`config.mk`:
```
export PLATFORM = sky130hd
export DESIGN_NAME = irda_sir_encoder
export DESIGN_NICKNAME = d
export VERILOG_FILES = /design/src/rtl/irda_sir_pkg.sv /design/src/rtl/irda_phase_ctr.sv /design/src/rtl/irda_width_timer.sv /design/src/rtl/irda_sir_encoder.sv
export SDC_FILE = /design/constraint.sdc
export NUM_CORES = 1
export LEC_CHECK = 0
export BUFFER_PORTS_ARGS = -buffer_cell sky130_fd_sc_hd__buf_2
export CAP_MARGIN = 20
export CORE_MARGIN = 2
export CORE_UTILIZATION = 40
export CTS_CLUSTER_DIAMETER = 80
export CTS_CLUSTER_SIZE = 8
export DETAILED_ROUTE_END_ITERATION = 8
export GPL_TIMING_DRIVEN = 0
export PLACE_DENSITY_LB_ADDON = 0.3
export SYNTH_ARGS = -nofsm -noshare
export SYNTH_HDL_FRONTEND = slang
export SYNTH_HIERARCHICAL = 1
export SYNTH_SLANG_ARGS = --single-unit
```
`constraint.sdc`:
```
create_clock -name clk -period 4.8 [get_ports clk]
set_input_delay 0.48 -clock clk [delete_from_list [all_inputs] [get_ports clk]]
set_output_delay 0.48 -clock clk [all_outputs]
set_load 0.1 [all_outputs]
```
`src/rtl/irda_sir_pkg.sv`:
```
package irda_sir_pkg;
  typedef enum logic {
    PM_SHORT = 1'b0,
    PM_FIXED = 1'b1
  } pulse_mode_e;
endpackage

```
`src/rtl/irda_phase_ctr.sv`:
```
module irda_phase_ctr #(
  parameter int PH_W       = 4,
  parameter int START_SLOT = 6,
  parameter int STOP_SLOT  = 9
) (
  input  logic            clk,
  input  logic            rst,
  input  logic            tick,
  input  logic            line,
  output logic [PH_W-1:0] phase,
  output logic            start_o,
  output logic            stop_o
);
  localparam logic [PH_W-1:0] START_V = PH_W'(START_SLOT);
  localparam logic [PH_W-1:0] STOP_V  = PH_W'(STOP_SLOT);

  // held at zero while the line idles high; wraps naturally at 2**PH_W
  always_ff @(posedge clk) begin
    if (rst || line) phase <= '0;
    else if (tick)   phase <= phase + 1'b1;
  end

  assign start_o = tick && !line && (phase == START_V);
  assign stop_o  = tick && !line && (phase == STOP_V);
endmodule

```
`src/rtl/irda_width_timer.sv`:
```
module irda_width_timer #(
  parameter int CNT_W = 8
) (
  input  logic             clk,
  input  logic             rst,
  input  logic             load,
  input  logic             abort,
  input  logic [CNT_W-1:0] len,
  output logic             expire
);
  logic [CNT_W-1:0] rem;
  logic             active;

  always_ff @(posedge clk) begin
    if (rst || abort) begin
      active <= 1'b0;
      rem    <= '0;
    end else if (load) begin
      active <= 1'b1;
      rem    <= (len == '0) ? CNT_W'(1) : len;
    end else if (active) begin
      if (rem == CNT_W'(1)) active <= 1'b0;
      else                  rem    <= rem - 1'b1;
    end
  end

  assign expire = active && (rem == CNT_W'(1));
endmodule

```
`src/rtl/irda_sir_encoder.sv`:
```
module irda_sir_encoder
  import irda_sir_pkg::*;
#(
  parameter int PH_W       = 4,
  parameter int START_SLOT = 6,
  parameter int STOP_SLOT  = 9,
  parameter int CNT_W      = 8,
  parameter bit HAS_FIXED  = 1'b1
) (
  input  logic             clk,
  input  logic             rst,
  input  logic             os_tick,
  input  logic             tx_bit,
  input  logic             wide_sel,
  input  logic [CNT_W-1:0] wide_count,
  output logic             ir_out
);
  logic [PH_W-1:0] phase;
  logic            start;
  logic            stop_short;
  logic            fixed_done;
  pulse_mode_e     mode_q;
  logic            ir_q;

  irda_phase_ctr #(
    .PH_W      (PH_W),
    .START_SLOT(START_SLOT),
    .STOP_SLOT (STOP_SLOT)
  ) u_phase (
    .clk    (clk),
    .rst    (rst),
    .tick   (os_tick),
    .line   (tx_bit),
    .phase  (phase),
    .start_o(start),
    .stop_o (stop_short)
  );

  generate
    if (HAS_FIXED) begin : g_fixed
      irda_width_timer #(.CNT_W(CNT_W)) u_timer (
        .clk   (clk),
        .rst   (rst),
        .load  (start && wide_sel),
        .abort (tx_bit),
        .len   (wide_count),
        .expire(fixed_done)
      );
    end else begin : g_short_only
      assign fixed_done = 1'b0;
    end
  endgenerate

  always_ff @(posedge clk) begin
    if (rst) begin
      ir_q   <= 1'b0;
      mode_q <= PM_SHORT;
    end else if (tx_bit) begin
      ir_q <= 1'b0;
    end else if (start) begin
      ir_q   <= 1'b1;
      mode_q <= (HAS_FIXED && wide_sel) ? PM_FIXED : PM_SHORT;
    end else if (ir_q && (((mode_q == PM_SHORT) && stop_short) ||
                          ((mode_q == PM_FIXED) && fixed_done))) begin
      ir_q <= 1'b0;
    end
  end

  assign ir_out = ir_q;
endmodule

```
==> impl_metrics.yaml <==
status:
  outcome: "complete, no violations"
detailed_routing:
  via_per_inst: 5.549
  wire_per_inst_um: 12.50
  dr.pass1.iters: 4
  drc: 0
  ant_nets: 0
  vias: 799
  drt_iter0_markers: 9
  wirelength_um: 1800
timing:
  fmax_mhz: 475.1
  timing.hold.ws_ps: 435.3
  min_period_over_period: 0.4385
  finalHoldViolations: 0
  tns_ps: 0
  finalClockSkew_ps: 5.811
  finalCriticalPeriod_ps: 2105
  slew_viol_final: 0
  final-setup-viol-count: 0
  rsz0062_at_grt: "no"
  worstMarginPinSlew_ps: 749.2
  max-slew-margin-rel: 0.4935
worst_setup_path:
  ff2ff_setup_slack_ps: 2700
  r2r_end: "ir_out"
  crit_start: "g_fixed.u_timer/rem[0]"
  crit_required_ps: 4980
  r2r-start: "g_fixed.u_timer/rem[0]"
  endpoint_kind: "register"
  worst_ep_arrival_time_ps: 2280
  worst-r2r-cell-count: 7
  critPathKind: "register to register"
  critical_path.startpoint_type: "register"
  worst-path-max-fanout: 5
global_route:
  grt_max_degree: 11
  antenna_found_initial: 0
  grt_first_pass_wirelength_um: 3187
  overflow: 0
  grt_usage: 0.1632
  grt_pass1_vias: 769
floorplan:
  chipWidth_um: 51.43
  core_um2: 2170
  start_util: 0.4146
  row_count: 17
  die_h_um: 51.43
  dieArea_um2: 2645
  pin_count: 14
hold_path:
  hold_depth: 2
  worstHoldStart: "os_tick"
  holdPathEnd: "u_phase/phase[1]"
  worstHoldPathType: "input pin to register"
placed_design:
  place_congestion: 0.8173
  portBuffers: 12
  place_hpwl_um: 1435
layout:
  layout_common_cells: "15 x dfxtp_1, 12 x buf_2, 9 x a21oi_1"
  final_nets: 135
  fillers: 231
  antenna_cells: 0
  final_common_cell: "dfxtp_1"
  areaGrowthSynthToFinish_pct: 13.49
  layout-drive-gt1-share: 0.2414
power_and_ir_drop:
  power.leakage_uw: 0.0003616
  powerDensity_nw_per_um2: 210.4
  ir_worst_vdd_uv: 157.9
  finalPower_uw: 214.8
clocking:
  clockBufferDepth: 2
  ctsHoldBuffers: 0
  cts_buffers: 3
  cts_num_sinks: 15
  cts_setup_buffers: 0
  cts-root-buf: "clkbuf_4"
  htree_levels: 1
  clock_latency_ps: 280
  cts_tree: "yes"
  cts_resized: 0
  path_clk_slew_ps: 90
logic_synthesis:
  yosys_warnings: 6
  ys_seq_area_frac: 0.3338
  ys_seq_elements: 15
  syn_inst: 100
  syn_area_per_cell_um2: 8.996
  synth.distinct_cells: 38
  synthesis.nets: 118
  syn_area_um2: 899.6
job:
  drv_cap: 0
-- worst max path at each step --
| stage | end | slack, ps | cells past startpoint |
|---|---|---|---|
| detailed placement | g_fixed.u_timer/rem[6] | 2660 | 8 |
| CTS | ir_out | 2720 | 7 |
| global route | ir_out | 2490 | 7 |
| global placement | g_fixed.u_timer/rem[6] | 2680 | 8 |
| finish | ir_out | 2700 | 7 |
| floorplan | ir_out | 3040 | 7 |
-- worst max-delay path: stages (launching register included) --
cell,delay (ps)
dfxtp_1,410
ha_1,230
nor4b_1,630
and2_1,250
and3b_1,180
mux2i_1,80
a21oi_1,180
nor3_2,50
-- area by class of cell --
cell class | instances | area [um^2] | share of cell area
multi-input cells | 77 | 565.5 | 0.5539
inverters | 6 | 22.52 | 0.02206
flip-flops and latches | 15 | 300.3 | 0.2941
clock buffers | 4 | 26.28 | 0.02574
repair buffers | 12 | 60.06 | 0.05882
plain buffers | 2 | 11.26 | 0.01103
well taps | 28 | 35.03 | 0.03431
-- per-layer routing --
metal	vias to the layer above	routed length, um	share of wire	global-route usage
met3	4	39	0.022	0.01754
li1	401	-	-	-
met4	0	34	0.019	0.09211
met5	-	0	0	0
met2	11	889	0.49	0.2778
met1	383	837	0.47	0.1978
-- state kept, by name, indices dropped and copies added (netlist names) --
| name | flops |
|---|---|
| ir_out | 1 |
| g_fixed.u_timer/rem | 8 |
| mode_q | 1 |
| g_fixed.u_timer/active | 1 |
| u_phase/phase | 4 |
-- Yosys cell counts (all sizes together) --
library cell / instances / area [um^2]
dfxtp: 15 / 300.3
a21oi: 9 / 45.04
nor2: 8 / 30.03
o21ai: 7 / 35.03
inv: 6 / 22.52
ha: 5 / 62.56
nor3: 5 / 30.03
nand2: 4 / 15.01
nor4: 4 / 25.02
or2: 3 / 18.77
or4: 3 / 26.27
xnor2: 3 / 26.28
a31oi: 2 / 12.51
and2: 2 / 13.77
mux2i: 2 / 20.02
nand2b: 2 / 12.51
nand3b: 2 / 15.01
nor4b: 2 / 32.53
o31ai: 2 / 15.01
a211oi: 1 / 7.510
a21bo: 1 / 10.01
a311o: 1 / 10.01
and3b: 1 / 8.760
buf: 1 / 7.510
clkbuf: 1 / 3.750
mux2: 1 / 11.26
nand4: 1 / 12.51
nor2b: 1 / 13.76
nor3b: 1 / 7.510
o21a: 1 / 7.510
o31a: 1 / 10.01
o41a: 1 / 21.27
or4b: 1 / 10.01
-- cell families after synthesis --
| group | share of synthesized area |
|---|---|
| buffers and inverters | 0.03755 |
| AO/OA/AOI/OAI | 0.1933 |
| AND/OR/NAND/NOR | 0.3018 |
| adder cells (fa/ha/maj) | 0.06954 |
| flip-flops | 0.3338 |
| XOR/XNOR | 0.02921 |
| multiplexers | 0.03477 |
-- where the power goes --
part,internal [uW],switching (uW),total (uW)
Clock,32.3,40.2,72.5
Combinational,6.96,8.99,15.9
Sequential,125,1.27,126
-- through the flow --
step	instance area [um^2]	worst slack (ps)	cells	utilization
3_3_place_gp	994.7	2683	140	0.4585
2_1_floorplan	899.6	3035	100	-
6_report	1021	2695	144	0.4706
3_5_place_dp	994.7	2661	140	0.4585
4_1_cts	1021	2716	144	0.4706
5_1_grt	1021	2486	144	0.4706
Power figures use the tool's default switching activity.
